$ cat src/rtl/adc_rd_pkg.sv
package adc_rd_pkg;

   typedef enum logic [1:0] {
      MODE_FULL  = 2'd0,
      MODE_SPLIT = 2'd1,
      MODE_TRUNC = 2'd2
   } rd_mode_e;

   typedef enum logic [1:0] {
      ST_IDLE  = 2'd0,
      ST_RUN   = 2'd1,
      ST_GAP   = 2'd2,
      ST_GUARD = 2'd3
   } rd_state_e;

   // code 3 is an alias of the full style
   function automatic rd_mode_e decode_mode(input logic [1:0] code);
      case (code)
         2'd1:    return MODE_SPLIT;
         2'd2:    return MODE_TRUNC;
         default: return MODE_FULL;
      endcase
   endfunction

endpackage

$ cat src/rtl/adc_rd_clkdiv.sv
module adc_rd_clkdiv #(
   parameter int HALF = 4
) (
   input  logic clk,
   input  logic rst_n,
   input  logic en,
   output logic tick
);

   generate
      if (HALF == 1) begin : g_direct
         assign tick = en;
      end else begin : g_count
         localparam int CW = $clog2(HALF);
         logic [CW-1:0] cnt;

         assign tick = en && (cnt == CW'(HALF - 1));

         always_ff @(posedge clk or negedge rst_n) begin
            if (!rst_n) begin
               cnt <= '0;
            end else if (!en || tick) begin
               cnt <= '0;
            end else begin
               cnt <= cnt + 1'b1;
            end
         end
      end
   endgenerate

endmodule

$ cat src/rtl/adc_rd_shift.sv
module adc_rd_shift #(
   parameter int LEAD_BITS    = 6,
   parameter int RES_BITS     = 10,
   parameter int TRUNC_CLOCKS = 14,
   parameter bit TRUNC_LEFT   = 1'b1
) (
   input  logic                clk,
   input  logic                rst_n,
   input  logic                clr,
   input  logic                cap,
   input  logic                last,
   input  logic                trunc,
   input  logic                sdi,
   output logic [RES_BITS-1:0] data_o,
   output logic                frame_err_o,
   output logic                valid_o
);

   localparam int FRAME = LEAD_BITS + RES_BITS;
   localparam int TB    = TRUNC_CLOCKS - LEAD_BITS;

   logic [FRAME-2:0]    sr;
   logic [FRAME-1:0]    word;
   logic [TRUNC_CLOCKS-1:0] tw;
   logic [TB-1:0]       tbits;
   logic [RES_BITS-1:0] full_data;
   logic [RES_BITS-1:0] trunc_data;
   logic                full_err;
   logic                trunc_err;

   assign word      = {sr, sdi};
   assign full_data = word[RES_BITS-1:0];
   assign full_err  = |word[FRAME-1 -: LEAD_BITS];
   assign tw        = word[TRUNC_CLOCKS-1:0];
   assign tbits     = tw[TB-1:0];
   assign trunc_err = |tw[TRUNC_CLOCKS-1 -: LEAD_BITS];

   generate
      if (TRUNC_LEFT) begin : g_left
         assign trunc_data = {tbits, {(RES_BITS - TB){1'b0}}};
      end else begin : g_right
         assign trunc_data = {{(RES_BITS - TB){1'b0}}, tbits};
      end
   endgenerate

   always_ff @(posedge clk or negedge rst_n) begin
      if (!rst_n) begin
         sr          <= '0;
         data_o      <= '0;
         frame_err_o <= 1'b0;
         valid_o     <= 1'b0;
      end else begin
         valid_o <= 1'b0;
         if (clr) begin
            sr <= '0;
         end else if (cap) begin
            sr <= word[FRAME-2:0];
            if (last) begin
               valid_o     <= 1'b1;
               data_o      <= trunc ? trunc_data : full_data;
               frame_err_o <= trunc ? trunc_err : full_err;
            end
         end
      end
   end

endmodule

$ cat src/rtl/adc_spi_reader.sv
module adc_spi_reader
   import adc_rd_pkg::*;
#(
   parameter int HALF_DIV     = 4,
   parameter int GAP_CYCLES   = 200,
   parameter int SYS_CLK_HZ   = 50_000_000,
   parameter int GAP_LIMIT_US = 100,
   parameter int LEAD_BITS    = 6,
   parameter int RES_BITS     = 10,
   parameter int SPLIT_AT     = 8,
   parameter int TRUNC_CLOCKS = 14,
   parameter bit TRUNC_LEFT   = 1'b1
) (
   input  logic                clk,
   input  logic                rst_n,
   input  logic                start_i,
   input  logic [1:0]          mode_i,
   output logic                busy_o,
   output logic                valid_o,
   output logic [RES_BITS-1:0] data_o,
   output logic                frame_err_o,
   output logic                gap_err_o,
   output logic                sel_n_o,
   output logic                sclk_o,
   input  logic                sdi_i
);

   localparam int FRAME = LEAD_BITS + RES_BITS;
   localparam int EW    = $clog2(FRAME + 1);
   localparam int GW    = $clog2(GAP_CYCLES + 1);
   localparam int QW    = $clog2(2 * HALF_DIV + 1);
   localparam longint GAP_SCALED = longint'(GAP_CYCLES) * 64'd1_000_000;
   localparam longint GAP_BOUND  = longint'(GAP_LIMIT_US) * longint'(SYS_CLK_HZ);
   localparam bit GAP_ILLEGAL    = (GAP_SCALED >= GAP_BOUND);

   generate
      if (HALF_DIV < 1) begin : g_bad_div
         $error("HALF_DIV must be at least 1");
      end
      if (GAP_CYCLES < 1) begin : g_bad_gap
         $error("GAP_CYCLES must be at least 1");
      end
      if (SPLIT_AT < 1 || SPLIT_AT >= FRAME) begin : g_bad_split
         $error("SPLIT_AT must lie inside the frame");
      end
      if (TRUNC_CLOCKS <= LEAD_BITS || TRUNC_CLOCKS >= FRAME) begin : g_bad_trunc
         $error("TRUNC_CLOCKS must exceed the leading bits and stay below the frame");
      end
      if (LEAD_BITS < 1 || RES_BITS < 2) begin : g_bad_frame
         $error("frame layout too small");
      end
   endgenerate

   rd_state_e st;
   rd_mode_e  mode_q;
   logic      sclk_q;
   logic      sel_q;
   logic [EW-1:0] edges;
   logic [GW-1:0] gcnt;
   logic [QW-1:0] qcnt;
   logic      tick;
   logic      div_en;
   logic      fall_now;
   logic      last_cap;
   logic      pause_now;
   logic      start_ok;
   logic [EW-1:0] edges_nx;
   logic [EW-1:0] target;

   assign div_en    = (st == ST_RUN);
   assign fall_now  = tick && sclk_q;
   assign edges_nx  = edges + 1'b1;
   assign target    = (mode_q == MODE_TRUNC) ? EW'(TRUNC_CLOCKS) : EW'(FRAME);
   assign last_cap  = fall_now && (edges_nx == target);
   assign pause_now = fall_now && (mode_q == MODE_SPLIT) && (edges_nx == EW'(SPLIT_AT));
   assign start_ok  = (st == ST_IDLE) && start_i;

   adc_rd_clkdiv #(
      .HALF(HALF_DIV)
   ) u_div (
      .clk  (clk),
      .rst_n(rst_n),
      .en   (div_en),
      .tick (tick)
   );

   adc_rd_shift #(
      .LEAD_BITS   (LEAD_BITS),
      .RES_BITS    (RES_BITS),
      .TRUNC_CLOCKS(TRUNC_CLOCKS),
      .TRUNC_LEFT  (TRUNC_LEFT)
   ) u_shift (
      .clk        (clk),
      .rst_n      (rst_n),
      .clr        (start_ok),
      .cap        (fall_now),
      .last       (last_cap),
      .trunc      (mode_q == MODE_TRUNC),
      .sdi        (sdi_i),
      .data_o     (data_o),
      .frame_err_o(frame_err_o),
      .valid_o    (valid_o)
   );

   always_ff @(posedge clk or negedge rst_n) begin
      if (!rst_n) begin
         st     <= ST_IDLE;
         mode_q <= MODE_FULL;
         sclk_q <= 1'b0;
         sel_q  <= 1'b1;
         edges  <= '0;
         gcnt   <= '0;
         qcnt   <= '0;
      end else begin
         case (st)
            ST_IDLE: begin
               if (start_i) begin
                  sel_q  <= 1'b0;
                  edges  <= '0;
                  mode_q <= decode_mode(mode_i);
                  st     <= ST_RUN;
               end
            end
            ST_RUN: begin
               if (tick) begin
                  sclk_q <= ~sclk_q;
                  if (sclk_q) begin
                     edges <= edges_nx;
                     if (last_cap) begin
                        sel_q <= 1'b1;
                        qcnt  <= '0;
                        st    <= ST_GUARD;
                     end else if (pause_now) begin
                        gcnt <= '0;
                        st   <= ST_GAP;
                     end
                  end
               end
            end
            ST_GAP: begin
               if (gcnt == GW'(GAP_CYCLES - 1)) begin
                  st <= ST_RUN;
               end else begin
                  gcnt <= gcnt + 1'b1;
               end
            end
            default: begin
               if (qcnt == QW'(2 * HALF_DIV - 1)) begin
                  st <= ST_IDLE;
               end else begin
                  qcnt <= qcnt + 1'b1;
               end
            end
         endcase
      end
   end

   assign busy_o    = (st != ST_IDLE);
   assign sel_n_o   = sel_q;
   assign sclk_o    = sclk_q;
   assign gap_err_o = GAP_ILLEGAL && busy_o && (mode_q == MODE_SPLIT);

endmodule

$ cat config.mk
export PLATFORM = sky130hd
export DESIGN_NAME = adc_spi_reader
export DESIGN_NICKNAME = d
export VERILOG_FILES = /design/src/rtl/adc_rd_pkg.sv /design/src/rtl/adc_rd_clkdiv.sv /design/src/rtl/adc_rd_shift.sv /design/src/rtl/adc_spi_reader.sv
export SDC_FILE = /design/constraint.sdc
export NUM_CORES = 1
export LEC_CHECK = 0
export BUFFER_PORTS_ARGS = -buffer_cell sky130_fd_sc_hd__buf_4
export CAP_MARGIN = 20
export CORE_ASPECT_RATIO = 0.8
export CORE_MARGIN = 4
export CORE_UTILIZATION = 25
export DETAILED_ROUTE_END_ITERATION = 8
export HOLD_SLACK_MARGIN = 0.05
export PLACE_DENSITY_LB_ADDON = 0.05
export SKIP_CTS_REPAIR_TIMING = 1
export SYNTH_ARGS = -nofsm -noshare
export SYNTH_HDL_FRONTEND = slang
export SYNTH_SLANG_ARGS = --single-unit
$ cat constraint.sdc
create_clock -name clk -period 2.85 [get_ports clk]
set_clock_uncertainty 0.2 [all_clocks]
set_input_delay 0.285 -clock clk [delete_from_list [all_inputs] [get_ports clk]]
set_output_delay 0.285 -clock clk [all_outputs]
set_load 0.005 [all_outputs]
# Word level (Yosys, flattened, before mapping)

Index checks and enable logic that the tools add are counted.

Logic and storage cells: 103
Bits in registers: 52
Output and inout bits: 16
Bits in latches: 0
Memory bits (read-only): 0
Memories: 0
RAM bits: 0

Shifts and indexed selects: 0
Reduce and logical (&&, ||, !) cells: 25
Add/subtract/negate cells: 4
Magnitude comparators: 0
Divide/modulo/power cells: 0
Multipliers: 0
Eq/ne operators: 21
Bitwise logic cells: 3
Mux-type cells: 38

Operators with widths:

| cell                                                                   | number |
|---|---|
| 8-bit two-way mux                                                      | 5 |
| 15-bit two-way mux                                                     | 2 |
| 5-bit two-way mux                                                      | 4 |
| 2-bit two-way mux                                                      | 8 |
| 4-bit two-way mux                                                      | 4 |
| 2-bit inequality test (second input constant)                          | 8 |
| 8-bit one-hot mux with 2 select lines                                  | 1 |
| 6-bit AND reduction                                                    | 2 |
| 6-bit OR reduction                                                     | 2 |
| 10-bit two-way mux                                                     | 1 |
| 5-bit one-hot mux with 2 select lines                                  | 1 |
| 5-bit AND reduction                                                    | 2 |
| 8-bit by 1-bit adder with 8-bit output (second input constant)         | 1 |
| 2-bit equality test (second input constant)                            | 4 |
| 8-bit equality test (second input constant)                            | 1 |
| 1-bit two-way mux                                                      | 8 |
| 4-bit one-hot mux with 2 select lines                                  | 1 |
| 2-bit nonzero test                                                     | 4 |
| 2-bit by 1-bit equality test with 1-bit output (second input constant) | 3 |
| 1-bit logical AND                                                      | 6 |
| 2-bit one-hot mux with 3 select lines                                  | 1 |
| 5-bit by 1-bit adder with 5-bit output (second input constant)         | 1 |
| 5-bit by 4-bit equality test with 1-bit output (second input constant) | 1 |
| 5-bit equality test                                                    | 1 |
| 16 further kinds                                                       | 19 |

# Logic depth before layout (Yosys ltp)

Word-level depth: 10
Gate-level depth with buffers: 8

# Cells and area by module

Synthesis repeated with hierarchy kept, for this count alone.

Cells, all modules: 244
Area total of the unflattened synthesis: 2655.0 um^2

Modules (own cells, without submodules):

| module         | cells each | area an instance (um^2) | seq. area each (um^2) | times used |
|---|---|---|---|---|
| adc_spi_reader | 137        | 1318.8                  | 576.8                 | 1 |
| adc_rd_shift   | 101        | 1244.9                  | 675.6                 | 1 |
| adc_rd_clkdiv  | 6          | 91.3                    | 50.0                  | 1 |

# Worst setup path before layout

OpenSTA, ideal clock, no wires.

Kind: reg-to-reg
Start: register edges[0]
End: register u_shift.data_o[5]
Path buffers: 1
Data arrival time: 1.908 ns
Stages on the path, launching flop included: 8
Path slack: 0.617 ns
Cell sequence: dfrtp_1 ha_1 nand3_2 xor2_2 mux2i_4 nor2_4 buf_6 mux2_4

Word-level cells in the longest chain between the ends: 4

Ends and longest elaborated chain:

| item                                   | line                  | text |
|---|---|---|
| from (decl)                            | adc_spi_reader.sv:58  | `logic [EW-1:0] edges;` |
| from (signal assigned)                 | adc_spi_reader.sv:128 | `edges <= edges_nx;` |
| 5-bit by 1-bit adder with 5-bit output | adc_spi_reader.sv:72  | `assign edges_nx = edges + 1'b1;` |
| 5-bit equality test                    | adc_spi_reader.sv:74  | `assign last_cap = fall_now && (edges_nx == target);` |
| 1-bit logical AND                      | adc_spi_reader.sv:74  |  |
| 3-bit AND reduction (no line)          | -                     |  |
| to (signal assigned)                   | adc_rd_shift.sv:60    | `data_o <= trunc ? trunc_data : full_data;` |
| to (decl)                              | adc_rd_shift.sv:14    | `output logic [RES_BITS-1:0] data_o,` |

Every way passes these cells.
A chain may end at the register's enable or synchronous reset.

# Final worst setup path

Start: register edges[0]
End: register u_shift.data_o[3]

The elaborated chain is that of the path after synthesis.

==> results.md <==
* Vias at 1825
* Relative slew slack at 0.524
* Post-DP HPWL at 4080 µm
* Effective utilization at floorplan at 0.256
* Residual DRC at 0
* Max Freq at 398 MHz
* Routed wire length at 6120 µm
* Die Height at 99.6 µm
* Syn Nets at 253
* RSZ-0062 raised after global routing: false
* Post-synth cell types at 52
* Clock Pin Slew Worst Setup and Hold Paths at 0.07 ns
* Async S/R FF share, synth at 1.00
* Top cell type by total area after synthesis: dfrtp_1
* Adder-cell share of the synthesized area at 0.0238
* WP data required at 2.83 ns
* CTS tree: yes
* First-pass GRT wire length at 10300 µm
* Vias in the first global route at 1819
* CTS Root Cell: clkbuf_16
* Area contributors post-synth: dfrtp_1, nand2_1, a22o_1
* Leakage at 1.42 nW
* Power Density at between 800 and 900 nW/µm²
* Number of synthesized flops with an enable pin at 0
* Flop-to-flop setup slack at 0.34 ns
* Endpoints failing hold at 0
* Worst VDD drop at ~0.27 mV
* Setup TNS at 0 ns
* Xor-xnor portion of the synthesized cell area at 0.0224
* Dominant synthesized flop cell: dfrtp_1
* Die width at 123 µm
* Wire per inst at 15.1 µm
* Die footprint at 12200 µm²
* Most frequent cell after synthesis: dfrtp_1
* Total GRT Usage at 0.110
* # nets final at 275
* Most frequent cells after synthesis: dfrtp_1, nand2_1, a22o_1, o21ai_0, nand2b_1
* First-pass DRT Iterations at 4
* Largest net degree at the start of global routing at 53
* # H-tree levels at 2
* Design area at around 3100 µm²
* Vias/cell at 4.51
* Post-Syn Area at between 2000 and 3000 µm²
* Critical Path Source Type: flip-flop
* Post-Synth Simple-Gate Area at 0.200
* Seq/Total Area, Yosys at 0.496
* Mean post-synth cell area at 10.8 µm²
* Row cnt at 33
* Post-layout min period at 2.51 ns
* CP Capture Type: flip-flop
* Clock buffer count from CTS at 5
* Yosys warns at 0
* GRT overflow at 0
* Hold Path Class: in2reg
* Fin. max-slew vios at 0
* Global placement routability congestion at 0.700
* Largest family of logic cells by synthesized area: simple AND/OR/NAND/NOR gates
* CP max stage delay at 0.43 ns
* Multi-input logic area at 1230 µm²
* Final period utilization at 0.882
* Dpl cell area at 2900 µm²
* CTS max path bufs at 2
* Sink Count at 52
* Worst skew pair latency at 0.29 ns
* # IOs at 22
* Critical path, cell by cell: ha_1, xor2_1, nor3_1, mux2i_4, nor2_4, mux2_2
* FF+latch count, synth at 52
* Layout cells sized above 1 at 0.204
* Sequential cell area at 1300 µm²
* Antenna Violating Nets Remaining at 0
* Crit-path slowest cell: dfrtp_1
* Synth top area share at 0.486
* Outcome: complete, no violations
* Fraction of synthesized area in multiplexers at 0.0863
* Detailed Route Iter0 Violations at 115
* Initial antenna violation count at 0
* IO buf count at 20
* Number of setup violations in the final report at 0
* Crit path DAT at 2.50 ns
* Layout area overhead at 18.2%
* Placeable Area at ~10000 µm²
* # Max-Cap Violations at 0
* Final hold slack at 0.0697 ns
* Ant diodes at 0
* Crit Path Class: reg2reg
* Tightest Pin Transition at 0.714 ns
* Post-synthesis compound-gate area fraction at 0.134
* Synthesized instance count at 242
* Fill cell count at 1108
* CP max FO at 13
[routing by layer]
metal	share of wire	vias up	global-route usage
met1	0.56	886	0.177
li1	-	905	-
met5	0	-	0
met4	0.0096	0	0.0336
met3	0.039	5	0.0256
met2	0.39	29	0.139
[stage by stage]
step / std cells / util / power (mW) / setup WS [ns]
final: 405 / 0.303 / 2.51 / 0.336
after global routing: 405 / 0.303 / 2.71 / 0.145
after detailed placement: 395 / 0.283 / 1.81 / 0.309
after floorplan: 242 / - / 1.55 / 0.617
after CTS: 403 / 0.301 / 2.56 / 0.295
after global placement: 395 / 0.283 / 1.82 / 0.338
[layout by cell type (no fill, tap or decap), drive strengths merged, types with 8 or more instances in the layout]
| cell | instances |
|---|---|
| o21ai | 16 |
| a22o | 16 |
| dfrtp | 51 |
| mux2i | 9 |
| nand2b | 9 |
| mux2 | 9 |
| buf | 25 |
| nand2 | 50 |
| nand3 | 8 |
[worst paths after layout]
kind	depth (start not counted)	from	end
setup / recovery	6	edges[0]	u_shift.data_o[3]
hold / removal	3	mode_i[0]	mode_q[0]
setup reg to reg	6	edges[0]	u_shift.data_o[3]
hold reg to reg	1	u_div.g_count.cnt[0]	u_div.g_count.cnt[0]
max in group asynchronous	2	rst_n	u_shift.sr[0]
min in group asynchronous	2	rst_n	sclk_o
[where the power goes]
| group | switching [mW] | internal, mW | total (mW) |
|---|---|---|---|
| combinational | 0.447 | 0.292 | 0.739 |
| clock | 0.291 | 0.441 | 0.732 |
| sequential | 0.169 | 0.874 | 1.04 |
| total | 0.907 | 1.61 | 2.51 |
[sequential cells by signal, summed over array words and instances, names as in the netlist]
| register | count |
|---|---|
| qcnt | 4 |
| u_div.g_count.cnt | 2 |
| sclk_o | 1 |
| edges | 5 |
| u_shift.data_o | 10 |
| u_shift.valid_o | 1 |
| u_shift.frame_err_o | 1 |
| gcnt | 8 |
| sel_n_o | 1 |
| st | 2 |
| u_shift.sr | 15 |
| mode_q | 2 |
[layout make-up]
type	instances	share of cell area
tap	140	0.0565
sequential	52	0.420
clock buffer	6	0.0448
inverter	3	0.00363
multi-input combinational	175	0.395
timing repair buffer	27	0.0670
clock inverter	2	0.0125
[worst max-delay path, delay by kind of cell (launching register included)]
kind | cells | cell delay, ns
adder cells (fa/ha/maj) | 1 | 0.31
flip-flops | 1 | 0.43
XOR/XNOR | 1 | 0.20
multiplexers | 2 | 0.56
AND/OR/NAND/NOR | 2 | 0.69
[logic make-up after synthesis]
| group | Yosys count |
|---|---|
| buffers and inverters | 15 |
| AOI/OAI and AO/OA | 49 |
| adders and majority gates | 5 |
| DFF | 52 |
| and+or+nand+nor | 97 |
| muxes | 18 |
| xor gates and xnor gates | 5 |
| other | 1 |
(Power assumes the default switching activity.)
